## config.mk

```make
export PLATFORM = sky130hd
export DESIGN_NAME = fdc_irq_cause
export DESIGN_NICKNAME = d
export VERILOG_FILES = /design/src/rtl/fdc_irq_pkg.sv /design/src/rtl/fdc_irq_data_ctl.sv /design/src/rtl/fdc_irq_seek_bank.sv /design/src/rtl/fdc_irq_ready_bank.sv /design/src/rtl/fdc_irq_arbiter.sv /design/src/rtl/fdc_irq_cause.sv
export SDC_FILE = /design/constraint.sdc
export NUM_CORES = 1
export LEC_CHECK = 0
export BUFFER_PORTS_ARGS = -buffer_cell sky130_fd_sc_hd__buf_2
export CAP_MARGIN = 20
export CORE_UTILIZATION = 53
export CTS_CLUSTER_SIZE = 8
export DETAILED_ROUTE_END_ITERATION = 10
export PLACE_DENSITY = 0.87
export SETUP_SLACK_MARGIN = 0.15
export SLEW_MARGIN = 5
export SYNTH_ARGS = -nofsm -noshare
export SYNTH_HDL_FRONTEND = slang
export SYNTH_SLANG_ARGS = --single-unit
```

## constraint.sdc

```tcl
create_clock -name clk -period 5.3 [get_ports clk]
set_input_delay 1.06 -clock clk [delete_from_list [all_inputs] [get_ports clk]]
set_output_delay 1.06 -clock clk [all_outputs]
set_load 0.01 [all_outputs]
```

## src/rtl/fdc_irq_pkg.sv

```systemverilog
package fdc_irq_pkg;
  localparam int DRV_W = 2;
  localparam int MAX_DRIVES = 1 << DRV_W;

  typedef enum logic [1:0] {
    CAUSE_NONE,
    CAUSE_SEEK_OK,
    CAUSE_SEEK_BAD,
    CAUSE_READY
  } cause_e;

  // Status byte 0: bits 7:5 carry the cause class, bits 1:0 carry the drive number.
  function automatic logic [7:0] st0_encode(cause_e kind, logic [DRV_W-1:0] drv);
    logic [7:0] code;
    case (kind)
      CAUSE_SEEK_OK:  code = {3'b001, 3'b000, drv};
      CAUSE_SEEK_BAD: code = {3'b011, 3'b000, drv};
      CAUSE_READY:    code = {3'b110, 3'b000, drv};
      default:        code = 8'h80;
    endcase
    return code;
  endfunction
endpackage

```

## src/rtl/fdc_irq_data_ctl.sv

```systemverilog
module fdc_irq_data_ctl (
  input  logic clk,
  input  logic rst_n,
  input  logic non_dma,
  input  logic exec_start,
  input  logic result_enter,
  input  logic xfer_req,
  input  logic data_access,
  output logic exec_mode,
  output logic data_pend
);
  logic data_set;
  assign data_set = result_enter | (xfer_req & non_dma);

  always_ff @(posedge clk) begin
    if (!rst_n) begin
      exec_mode <= 1'b0;
      data_pend <= 1'b0;
    end else begin
      if (result_enter)                exec_mode <= 1'b0;
      else if (exec_start && non_dma)  exec_mode <= 1'b1;

      // A new request in the same cycle as an access survives.
      if (data_set)          data_pend <= 1'b1;
      else if (data_access)  data_pend <= 1'b0;
    end
  end
endmodule

```

## src/rtl/fdc_irq_seek_bank.sv

```systemverilog
module fdc_irq_seek_bank
  import fdc_irq_pkg::*;
#(
  parameter int NUM_DRIVES = 4
) (
  input  logic                  clk,
  input  logic                  rst_n,
  input  logic                  seek_done,
  input  logic                  seek_abnormal,
  input  logic [DRV_W-1:0]      seek_drive,
  input  logic [NUM_DRIVES-1:0] clr,
  output logic [NUM_DRIVES-1:0] pend,
  output logic [NUM_DRIVES-1:0] abn
);
  for (genvar d = 0; d < NUM_DRIVES; d++) begin : g_drv
    logic set_d;
    assign set_d = seek_done && (seek_drive == DRV_W'(d));

    always_ff @(posedge clk) begin
      if (!rst_n) begin
        pend[d] <= 1'b0;
        abn[d]  <= 1'b0;
      end else begin
        pend[d] <= (pend[d] & ~clr[d]) | set_d;
        if (set_d) abn[d] <= seek_abnormal;
      end
    end
  end
endmodule

```

## src/rtl/fdc_irq_ready_bank.sv

```systemverilog
module fdc_irq_ready_bank #(
  parameter int NUM_DRIVES = 4
) (
  input  logic                  clk,
  input  logic                  rst_n,
  input  logic [NUM_DRIVES-1:0] rdy_chg,
  input  logic [NUM_DRIVES-1:0] clr,
  output logic [NUM_DRIVES-1:0] pend
);
  for (genvar d = 0; d < NUM_DRIVES; d++) begin : g_drv
    always_ff @(posedge clk) begin
      if (!rst_n) pend[d] <= 1'b0;
      else        pend[d] <= (pend[d] & ~clr[d]) | rdy_chg[d];
    end
  end
endmodule

```

## src/rtl/fdc_irq_arbiter.sv

```systemverilog
module fdc_irq_arbiter
  import fdc_irq_pkg::*;
#(
  parameter int NUM_DRIVES = 4
) (
  input  logic                  sense_cmd,
  input  logic [NUM_DRIVES-1:0] seek_pend,
  input  logic [NUM_DRIVES-1:0] seek_abn,
  input  logic [NUM_DRIVES-1:0] rdy_pend,
  output cause_e                kind,
  output logic [DRV_W-1:0]      drv,
  output logic [NUM_DRIVES-1:0] seek_clr,
  output logic [NUM_DRIVES-1:0] rdy_clr
);
  logic             seek_hit, rdy_hit;
  logic [DRV_W-1:0] seek_idx, rdy_idx;

  // Scan downward so the lowest set index is the one kept.
  always_comb begin
    seek_hit = 1'b0;
    seek_idx = '0;
    rdy_hit  = 1'b0;
    rdy_idx  = '0;
    for (int i = NUM_DRIVES - 1; i >= 0; i--) begin
      if (seek_pend[i]) begin
        seek_hit = 1'b1;
        seek_idx = DRV_W'(i);
      end
      if (rdy_pend[i]) begin
        rdy_hit = 1'b1;
        rdy_idx = DRV_W'(i);
      end
    end
  end

  always_comb begin
    seek_clr = '0;
    rdy_clr  = '0;
    if (seek_hit) begin
      kind = seek_abn[seek_idx] ? CAUSE_SEEK_BAD : CAUSE_SEEK_OK;
      drv  = seek_idx;
      seek_clr[seek_idx] = sense_cmd;
    end else if (rdy_hit) begin
      kind = CAUSE_READY;
      drv  = rdy_idx;
      rdy_clr[rdy_idx] = sense_cmd;
    end else begin
      kind = CAUSE_NONE;
      drv  = '0;
    end
  end
endmodule

```

## src/rtl/fdc_irq_cause.sv

```systemverilog
module fdc_irq_cause
  import fdc_irq_pkg::*;
#(
  parameter int NUM_DRIVES = 4
) (
  input  logic                  clk,
  input  logic                  rst_n,
  input  logic                  non_dma,
  input  logic                  exec_start,
  input  logic                  result_enter,
  input  logic                  xfer_req,
  input  logic                  data_access,
  input  logic                  seek_done,
  input  logic                  seek_abnormal,
  input  logic [DRV_W-1:0]      seek_drive,
  input  logic [NUM_DRIVES-1:0] rdy_chg,
  input  logic                  sense_cmd,
  output logic                  irq,
  output logic                  exec_mode,
  output logic [7:0]            st0_code
);
  logic                  data_pend;
  logic [NUM_DRIVES-1:0] seek_pend, seek_abn, seek_clr;
  logic [NUM_DRIVES-1:0] rdy_pend, rdy_clr;
  cause_e                kind;
  logic [DRV_W-1:0]      drv;

  fdc_irq_data_ctl u_data (
    .clk(clk), .rst_n(rst_n), .non_dma(non_dma), .exec_start(exec_start),
    .result_enter(result_enter), .xfer_req(xfer_req), .data_access(data_access),
    .exec_mode(exec_mode), .data_pend(data_pend)
  );

  fdc_irq_seek_bank #(.NUM_DRIVES(NUM_DRIVES)) u_seek (
    .clk(clk), .rst_n(rst_n), .seek_done(seek_done), .seek_abnormal(seek_abnormal),
    .seek_drive(seek_drive), .clr(seek_clr), .pend(seek_pend), .abn(seek_abn)
  );

  fdc_irq_ready_bank #(.NUM_DRIVES(NUM_DRIVES)) u_ready (
    .clk(clk), .rst_n(rst_n), .rdy_chg(rdy_chg), .clr(rdy_clr), .pend(rdy_pend)
  );

  fdc_irq_arbiter #(.NUM_DRIVES(NUM_DRIVES)) u_arb (
    .sense_cmd(sense_cmd), .seek_pend(seek_pend), .seek_abn(seek_abn),
    .rdy_pend(rdy_pend), .kind(kind), .drv(drv),
    .seek_clr(seek_clr), .rdy_clr(rdy_clr)
  );

  always_ff @(posedge clk) begin
    if (!rst_n)         st0_code <= 8'h00;
    else if (sense_cmd) st0_code <= st0_encode(kind, drv);
  end

  assign irq = data_pend | (|seek_pend) | (|rdy_pend);
endmodule

```

### Word-level counts from Yosys, hierarchy flattened

Index checks and enable logic that the tools add are counted.

* add/sub/neg operators: 0
* multiply operators: 0
* divide/modulo/power cells: 0
* $lt $le $gt $ge: 4
* equal/unequal tests: 6
* shift operators: 0
* mux-type cells: 33
* bitwise operators: 31
* reduce and logical (&&, ||, !) cells: 12

Operators with widths (count)
* 2-to-1 mux 2 bit: 13
* one-hot mux 8 bit (3 select lines): 1
* 2-to-1 mux 1 bit: 13
* 2-to-1 mux 4 bit: 3
* OR 1 bit: 11
* bitwise AND 1 bit: 9
* inverter 1 bit: 9
* bitwise AND 4 bit: 2
* equality test 2 bit, second input constant: 4
* OR reduction 4 bit: 2
* logical AND 1 bit: 7
* < comparator 2 x 3 -> 1 bit, second input constant: 2
* demux 1 bit (select 2 bit): 2
* equality test 2 x 1 -> 1 bit, second input constant: 2
* >= comparator 2 x 1 -> 1 bit, second input constant: 2
* binary-select mux 1 bit (select 2 bit): 1
* zero test 2 bit: 1
* nonzero test 2 bit: 1
* OR reduction 2 bit: 1

* register bits after elaboration: 22
* latch bits: 0
* memory bits (writable): 0
* memory bits (read-only): 0
* bits of input ports: 16
* output and inout port bits: 10
* word-level logic and storage cells: 101
* memories kept: 0

### Longest topological paths before layout

Gate-level depths: netlist of the first run.

* depth in word-level cells: 14
* gate-level depth with buffers: 10
* mapped depth without buffers: 9

### By module

Synthesis of the first run repeated with hierarchy kept, for this count alone.

* cells, all modules: 115
* area total of the unflattened synthesis: 1086.0 um^2

Modules (own cells, without submodules)
* fdc_irq_cause: times used 1, cells each 35, area each 322.8 um^2, sequential area each 100.1 um^2
* fdc_irq_seek_bank: times used 1, cells each 30, area each 311.5 um^2, sequential area each 160.2 um^2
* fdc_irq_arbiter: times used 1, cells each 31, area each 210.2 um^2, sequential area each 0.0 um^2
* fdc_irq_ready_bank: times used 1, cells each 12, area each 165.2 um^2, sequential area each 80.1 um^2
* fdc_irq_data_ctl: times used 1, cells each 7, area each 76.3 um^2, sequential area each 40.0 um^2

### Least setup slack after synthesis of the first run

OpenSTA, ideal clock, no wires.

* path kind: register to output
* start point: register u_seek.pend[2]
* end point: output port irq
* arrival: 1.463 ns
* data required time: 4.240 ns
* path slack: 2.777 ns
* stages on the path, launching flop included: 5
* path through: dfxtp_1 -> clkbuf_2 -> or4_1 -> nand2b_1 -> or2_2

* cells in the longest elaborated chain, start to end: 3

Ends and longest elaborated chain
* start, declared: RTL line fdc_irq_seek_bank.sv:12 `output logic [NUM_DRIVES-1:0] pend,`
* start signal, assigned by index: RTL line fdc_irq_seek_bank.sv:24 `pend[d] <= (pend[d] & ~clr[d]) | set_d;`
* OR reduction 4 bit: RTL line fdc_irq_cause.sv:54 `assign irq = data_pend | (|seek_pend) | (|rdy_pend);`
* OR 1 bit (2 in series): RTL line fdc_irq_cause.sv:54
* end, declared: RTL line fdc_irq_cause.sv:18 `output logic irq,`

Every way passes these cells.

### Final worst setup path of the first run

Same ends and word-level chain as after synthesis.

==> flow_metrics.env, run 1 <==
export IMPL_detailedRoute_firstPassIterationCount=4
export IMPL_finalHoldViolations=0
export IMPL_globalplace_congestion=0.794
export IMPL_leading_cell_types_by_count_after_synthesis="19 x sky130_fd_sc_hd__dfxtp_1, 8 x sky130_fd_sc_hd__a21oi_1, 8 x sky130_fd_sc_hd__nor2_1"
export IMPL_num_vias=783
export IMPL_synth_largest_area_cell="sky130_fd_sc_hd__dfxtp_1"
export IMPL_detail_route_wl_per_cell_um=11.7
export IMPL_max_slew_worst_pin_slew_ps=495
export IMPL_worst_ep_arrival_time_ps=1910
export IMPL_finalNetCount=147
export IMPL_timing_slew_headroom_pct=66.7
export IMPL_via_count_of_the_first_global_routing_pass=721
export IMPL_cts_post_setup_buffers_inserted=0
export IMPL_cap_violations=0
export IMPL_route_detailed_vias_per_inst=5.44
export IMPL_cp_end_kind="output port"
export IMPL_antenna_violations_before_repair=0
export IMPL_drt_total_wl_um=1690
export IMPL_timing_setup_tns_ps=0
export IMPL_r2r_worst_path_cells=8
export IMPL_drv_slew=0
export IMPL_io_pins=26
export IMPL_timing_fmax_mhz=337
export IMPL_dieArea_mm2=0.00191
export IMPL_cts_inserted_buffers=3
export IMPL_post_route_cells_drive_above_1_share_pct=21.9
export IMPL_synthesis_instances=106
export IMPL_netlist_area_leader_share_pct=41.4
export IMPL_timing_hold_worst_path_depth=2
export IMPL_async_flop_share_pct=0
export IMPL_global_route_usage_total_pct=20.8
export IMPL_max_stage_delay_ps=590
export IMPL_synthMostInstantiatedCell="sky130_fd_sc_hd__dfxtp_1"
export IMPL_overall_power_w=0.000284
export IMPL_die_height_um=43.7
export IMPL_postCtsResizedCells=0
export IMPL_postSynth_topFlopCell="sky130_fd_sc_hd__dfxtp_1"
export IMPL_cts_hold_fix_buffers=0
export IMPL_setup_repair_after_global_routing_missed_its_margin="no"
export IMPL_clock_tree_htree_level_count=1
export IMPL_pleak_nw=0.483
export IMPL_ir_worst_vdd_mv=0.158
export IMPL_hold_class="reg -> reg"
export IMPL_worstSkewPairLatency_ps=290
export IMPL_place_detailed_hpwl_um=1260
export IMPL_initialDrtViolationCount=19
export IMPL_initial_utilization_pct=59.0
export IMPL_post_route_util_pct=67.3
export IMPL_mean_post_synth_cell_area_um2=8.68
export IMPL_finalSetupViolCount=0
export IMPL_cp_required_ps=4240
export IMPL_cell_types_occupying_the_most_area_after_synthesis="sky130_fd_sc_hd__dfxtp_1 41%, sky130_fd_sc_hd__mux2i_1 5.4%, sky130_fd_sc_hd__a21boi_0 4.9%"
export IMPL_global_route_overflow_total=0
export IMPL_mappedNetlistArea_um2=920
export IMPL_synth_ff_latch_count=19
export IMPL_layout_min_cycle_time_ps=2970
export IMPL_cts_tree="yes"
export IMPL_seq_area_frac_synth_pct=41.4
export IMPL_port_buffers=22
export IMPL_synth_edff_count=0
export IMPL_outcome="finished, final reports clean"
export IMPL_antenna_diode_count=0
export IMPL_clk_root_buffer_cell="sky130_fd_sc_hd__clkbuf_4"
export IMPL_cts_clk_slew_worst_paths_ps=100
export IMPL_drt_antenna_violating_nets=0
export IMPL_setup_worst_path_start_class="flip-flop"
export IMPL_yosys_cell_types_count=34
export IMPL_timing_clock_skew_ps=1.53
export IMPL_path_class="reg -> out"
export IMPL_die_x_um=43.7
export IMPL_remaining_drc_errors=0
export IMPL_worst_path_max_fanout=9
export IMPL_core_area_mm2=0.00156
export IMPL_min_period_over_period_pct=56.0
export IMPL_cts_sink_count=19
export IMPL_critical_path_slowest_cell="sky130_fd_sc_hd__or4_1"
export IMPL_cts_buffer_depth=2
export IMPL_crit_path_cell_trace="or4_1, nand2b_1, or2_2, buf_2"
export IMPL_power_density_mw_per_mm2=271
export IMPL_synth_warning_count=0
export IMPL_num_rows=14
export IMPL_grt_first_pass_wirelength_um=2950
export IMPL_layout_area_overhead_vs_synth_pct=14.0
export IMPL_largest_net_degree_at_the_start_of_global_routing=21
-- cell type report --
type,count,area (µm²)
tap,16,20.0
clock buffer,4,26.3
timing repair buffer,22,110
multi-input combinational,77,489
sequential,19,380
fill,149,510
inverter,6,22.5
-- placed cells by master, fill, tap and decap left out --
| cell type | netlist | routed |
|---|---|---|
| sky130_fd_sc_hd__nand3_1 | 1 | 1 |
| sky130_fd_sc_hd__nor3_1 | 3 | 3 |
| sky130_fd_sc_hd__clkbuf_1 | 2 | 1 |
| sky130_fd_sc_hd__dfxtp_1 | 19 | 19 |
| sky130_fd_sc_hd__o31a_1 | 1 | 1 |
| sky130_fd_sc_hd__nor4_1 | 1 | 1 |
| sky130_fd_sc_hd__nor3b_1 | 2 | 2 |
| sky130_fd_sc_hd__a21boi_1 | 1 | 1 |
| sky130_fd_sc_hd__o21ai_0 | 5 | 5 |
| sky130_fd_sc_hd__mux2i_1 | 5 | 5 |
| sky130_fd_sc_hd__nand2b_1 | 3 | 3 |
| sky130_fd_sc_hd__and3_1 | 1 | 1 |
| sky130_fd_sc_hd__nand2_1 | 6 | 6 |
| sky130_fd_sc_hd__nor2b_1 | 7 | 7 |
| sky130_fd_sc_hd__nand3b_1 | 2 | 2 |
| sky130_fd_sc_hd__buf_2 | 0 | 22 |
| sky130_fd_sc_hd__conb_1 | 1 | 3 |
| sky130_fd_sc_hd__o22ai_1 | 1 | 1 |
| sky130_fd_sc_hd__o31ai_1 | 1 | 1 |
| sky130_fd_sc_hd__or3b_1 | 1 | 1 |
| sky130_fd_sc_hd__a21oi_1 | 8 | 8 |
| sky130_fd_sc_hd__clkbuf_4 | 0 | 3 |
| sky130_fd_sc_hd__a221oi_1 | 1 | 1 |
| sky130_fd_sc_hd__inv_1 | 6 | 6 |
| sky130_fd_sc_hd__or3_4 | 1 | 1 |
| sky130_fd_sc_hd__o211a_1 | 1 | 1 |
| sky130_fd_sc_hd__or2_2 | 2 | 2 |
| sky130_fd_sc_hd__ha_1 | 2 | 2 |
| sky130_fd_sc_hd__a41o_1 | 1 | 1 |
| sky130_fd_sc_hd__or4_1 | 1 | 1 |
| sky130_fd_sc_hd__o21a_1 | 1 | 1 |
| sky130_fd_sc_hd__a21boi_0 | 6 | 6 |
| sky130_fd_sc_hd__nor2_1 | 8 | 8 |
| sky130_fd_sc_hd__o311ai_0 | 1 | 1 |
-- where the power goes --
part	internal, W	switching [W]
Clock	0.0000293	0.0000413
Combinational	0.0000268	0.0000280
Sequential	0.000152	0.00000724
Total	0.000208	0.0000765
-- metal layers --
| layer | vias to the layer above | GRT usage [%] | part of all wire (%) | wire [µm] |
|---|---|---|---|---|
| met4 | 0 | 11.3 | 1.5 | 25 |
| li1 | 407 | - | - | - |
| met1 | 349 | 26.8 | 47 | 792 |
| met2 | 23 | 33.7 | 48 | 805 |
| met5 | - | 0 | 0 | 0 |
| met3 | 4 | 2.50 | 4.0 | 67 |
-- through the flow --
step                std cells  hold slack (ps)  area (µm²)  setup WS [ps]
detailed placement        140              454        1020           2680
global route              144              504        1050           2270
floorplan                 108              449         927           2780
global placement          140              452        1020           2700
CTS                       144              470        1050           2330
finish                    144              466        1050           2330
-- logic make-up (layout without fill, tap and decap cells) --
group / after synthesis / in the layout / synth area share, %
other cells: 1 / 3 / 0.408
compound gates: 28 / 28 / 20.1
simple gates: 39 / 39 / 23.7
fa+ha+maj: 2 / 2 / 2.72
flops: 19 / 19 / 41.4
mux: 5 / 5 / 5.44
buf+inv: 12 / 32 / 6.26
-- path summary, 6_finish.rpt --
check,slack (ps),from,endpoint
min reg2reg,470,st0_code[1],st0_code[1]
max reg2reg,3180,u_seek.pend[2],st0_code[1]
min,470,st0_code[1],st0_code[1]
max,2330,u_seek.pend[2],irq
-- sequential cells by signal, summed over array words and instances (netlist names) --
signal            cells
st0_code              5
u_seek.abn            4
u_ready.pend          4
u_data.data_pend      1
u_seek.pend           4
u_data.exec_mode      1
-- worst max-delay path: cells and delay by family (launching register included) --
kind | cells | cell delay, ps
buffers and inverters | 1 | 140
DFF | 1 | 380
and+or+nand+nor | 3 | 1100
Note: power is estimated with default switching activity, not from simulation.
==> inputs of run 2 (changes only) <==
--- a/config.mk
+++ b/config.mk
@@ -7,10 +7,10 @@
 export LEC_CHECK = 0
 export BUFFER_PORTS_ARGS = -buffer_cell sky130_fd_sc_hd__buf_2
 export CAP_MARGIN = 20
-export CORE_UTILIZATION = 53
+export CORE_UTILIZATION = 45
 export CTS_CLUSTER_SIZE = 8
 export DETAILED_ROUTE_END_ITERATION = 10
-export PLACE_DENSITY = 0.87
+export PLACE_DENSITY = 0.79
 export SETUP_SLACK_MARGIN = 0.15
 export SLEW_MARGIN = 5
 export SYNTH_ARGS = -nofsm -noshare
==> constraint.sdc (replaced) <==
create_clock -name clk -period 2.4 [get_ports clk]
set_input_delay 0.48 -clock clk [delete_from_list [all_inputs] [get_ports clk]]
set_output_delay 0.48 -clock clk [all_outputs]
set_load 0.01 [all_outputs]
==> run 2 against run 1 <==
Net effect: sequential cell count stayed put; core utilization is 4.6 points lower; total power is 130% higher; clock skew is 10 ps higher; register-to-register slack worse by 3000 ps; sequential power is 120% higher; global-route usage is 2.0 points lower; sequential share of layout area is 2.2 points lower; non-clock buffer count is 4 higher; worst hold slack worse by 130 ps.
==> flow_metrics.env, run 2 (synthesis results as in run 1) <==
export IMPL_outcome="finished, final reports clean"
export IMPL_power_density_mw_per_mm2=579
export IMPL_max_flop_register="st0_code"
export IMPL_grt_first_pass_wirelength_um=2900
export IMPL_antenna_violations_before_repair=0
export IMPL_finalHoldViolations=0
export IMPL_cts_tree="yes"
export IMPL_cp_required_ps=2590
export IMPL_groute_layer_met1_usage_pct=23.0
export IMPL_num_rows=15
export IMPL_finalNetCount=151
export IMPL_die_height_um=47.2
export IMPL_setup_worst_path_start_class="flip-flop"
export IMPL_io_pins=26
export IMPL_path_class="reg -> reg"
export IMPL_worst_ep_arrival_time_ps=2380
export IMPL_timing_setup_tns_ps=0
export IMPL_detailedRoute_firstPassIterationCount=4
export IMPL_drt_antenna_violating_nets=0
export IMPL_cap_violations=0
export IMPL_antenna_diode_count=0
export IMPL_cts_buffer_depth=2
export IMPL_overall_power_w=0.000660
export IMPL_detail_route_wl_per_cell_um=11.6
export IMPL_globalRoute_busiestLayer="met2"
export IMPL_drv_slew=0
export IMPL_finalSetupViolCount=0
export IMPL_remaining_drc_errors=0
export IMPL_timing_clock_skew_ps=12.0
export IMPL_use_met2_pct=29.4
export IMPL_largest_register_ff_count=5
export IMPL_worst_path_max_fanout=8
export IMPL_core_area_mm2=0.00182
export IMPL_hold_class="in -> reg"
export IMPL_cts_sink_count=19
export IMPL_cts_clk_slew_worst_paths_ps=110
export IMPL_initial_utilization_pct=50.5
export IMPL_timing_hold_worst_path_depth=2
export IMPL_gr_usage_met3_pct=7.69
export IMPL_drt_total_wl_um=1820
export IMPL_worstSkewPairLatency_ps=310
export IMPL_route_detailed_vias_per_inst=5.07
export IMPL_die_x_um=47.2
export IMPL_layout_min_cycle_time_ps=2190
export IMPL_global_route_usage_total_pct=18.8
export IMPL_layout_area_overhead_vs_synth_pct=23.9
export IMPL_fillCellCount=161
export IMPL_timing_fmax_mhz=457
export IMPL_sequential_cell_area_um2=388
export IMPL_ir_worst_vdd_mv=0.374
export IMPL_multi_input_area_um2=524
export IMPL_initialDrtViolationCount=7
export IMPL_global_route_overflow_total=0
export IMPL_dieArea_mm2=0.00223
export IMPL_fin_hold_ws_ps=335
export IMPL_place_detailed_hpwl_um=1230
export IMPL_cp_end_kind="flip-flop"
export IMPL_largest_net_degree_at_the_start_of_global_routing=21
export IMPL_layout_common_cells="21 x sky130_fd_sc_hd__buf_2, 17 x sky130_fd_sc_hd__dfxtp_1, 8 x sky130_fd_sc_hd__nor2_1, 8 x sky130_fd_sc_hd__a21oi_1, 7 x sky130_fd_sc_hd__nor2b_1"
export IMPL_cts_inserted_buffers=3
export IMPL_r2r_worst_path_cells=10
export IMPL_num_vias=796
export IMPL_clk_root_buffer_cell="sky130_fd_sc_hd__clkbuf_4"
export IMPL_post_route_cells_drive_above_1_share_pct=29.5
export IMPL_globalplace_congestion=0.789
export IMPL_via_count_of_the_first_global_routing_pass=691
export IMPL_setup_repair_after_global_routing_missed_its_margin="no"
export IMPL_layout_cells_most_common="sky130_fd_sc_hd__buf_2"
export IMPL_pleak_nw=0.520
export IMPL_min_period_over_period_pct=91.3
export IMPL_clock_tree_htree_level_count=1
export IMPL_port_buffers=22
## run 2: changes by cell type in the layout (fill, tap and decap cells not counted), sizes merged
cell	before	now
buf	22	26
clkbuf	4	3
clkinv	0	1
## run 2: per-stage QoR
| stage | util [%] | area, µm² | setup WS, ps | cells |
|---|---|---|---|---|
| detailed placement | 56.8 | 1030 | 307 | 149 |
| global route | 62.6 | 1140 | 126 | 157 |
| floorplan | - | 927 | 396 | 108 |
| CTS | 61.3 | 1120 | 151 | 157 |
| global placement | 56.8 | 1030 | 366 | 149 |
| finish | 62.6 | 1140 | 210 | 157 |
## run 2: layer usage
metal  part of all wire [%]  vias to the layer above
met5                      0                        -
met2                     51                       15
met1                     44                      364
met3                    4.2                        2
met4                   0.94                        0
li1                       -                      415
## run 2: final cells by class
class / count / share of cell area (%)
multi-input cells: 77 / 46.0
flip-flops and latches: 19 / 34.0
repair buffers: 26 / 12.8
well taps: 25 / 2.74
clock buffers: 3 / 1.98
inverters: 6 / 1.98
clock inverters: 1 / 0.439
## run 2: worst paths after layout
check                                     from  slack [ps]               end
worst max-delay path            u_seek.pend[2]         210       st0_code[1]
worst min-delay path              result_enter         330  u_data.exec_mode
worst max register to register  u_seek.pend[2]         210       st0_code[1]
worst min register to register     st0_code[1]         470       st0_code[1]
## run 2: critical path, stage by stage, from the launching register on
cell	delay, ps
sky130_fd_sc_hd__dfxtp_4	360
sky130_fd_sc_hd__buf_4	130
sky130_fd_sc_hd__nor2_1	40
sky130_fd_sc_hd__a221oi_1	390
sky130_fd_sc_hd__o22ai_2	180
sky130_fd_sc_hd__or2_2	300
sky130_fd_sc_hd__ha_1	200
sky130_fd_sc_hd__nor2_1	110
sky130_fd_sc_hd__mux2i_1	100
sky130_fd_sc_hd__o311ai_0	130
sky130_fd_sc_hd__a21boi_1	100
## run 2: report_power, final
part	internal [W]	switching [W]	total, W
combinational	0.0000745	0.0000687	0.000143
clock	0.0000624	0.000102	0.000164
sequential	0.000334	0.0000182	0.000352
## run 2: timing repair
action | CTS | global route
gates resized for setup | 7 | 4
setup buffers | 4 | 0
setup endpoints to repair | 1 | 2
hold buffers | 0 | 0
pin swaps | 1 | 0
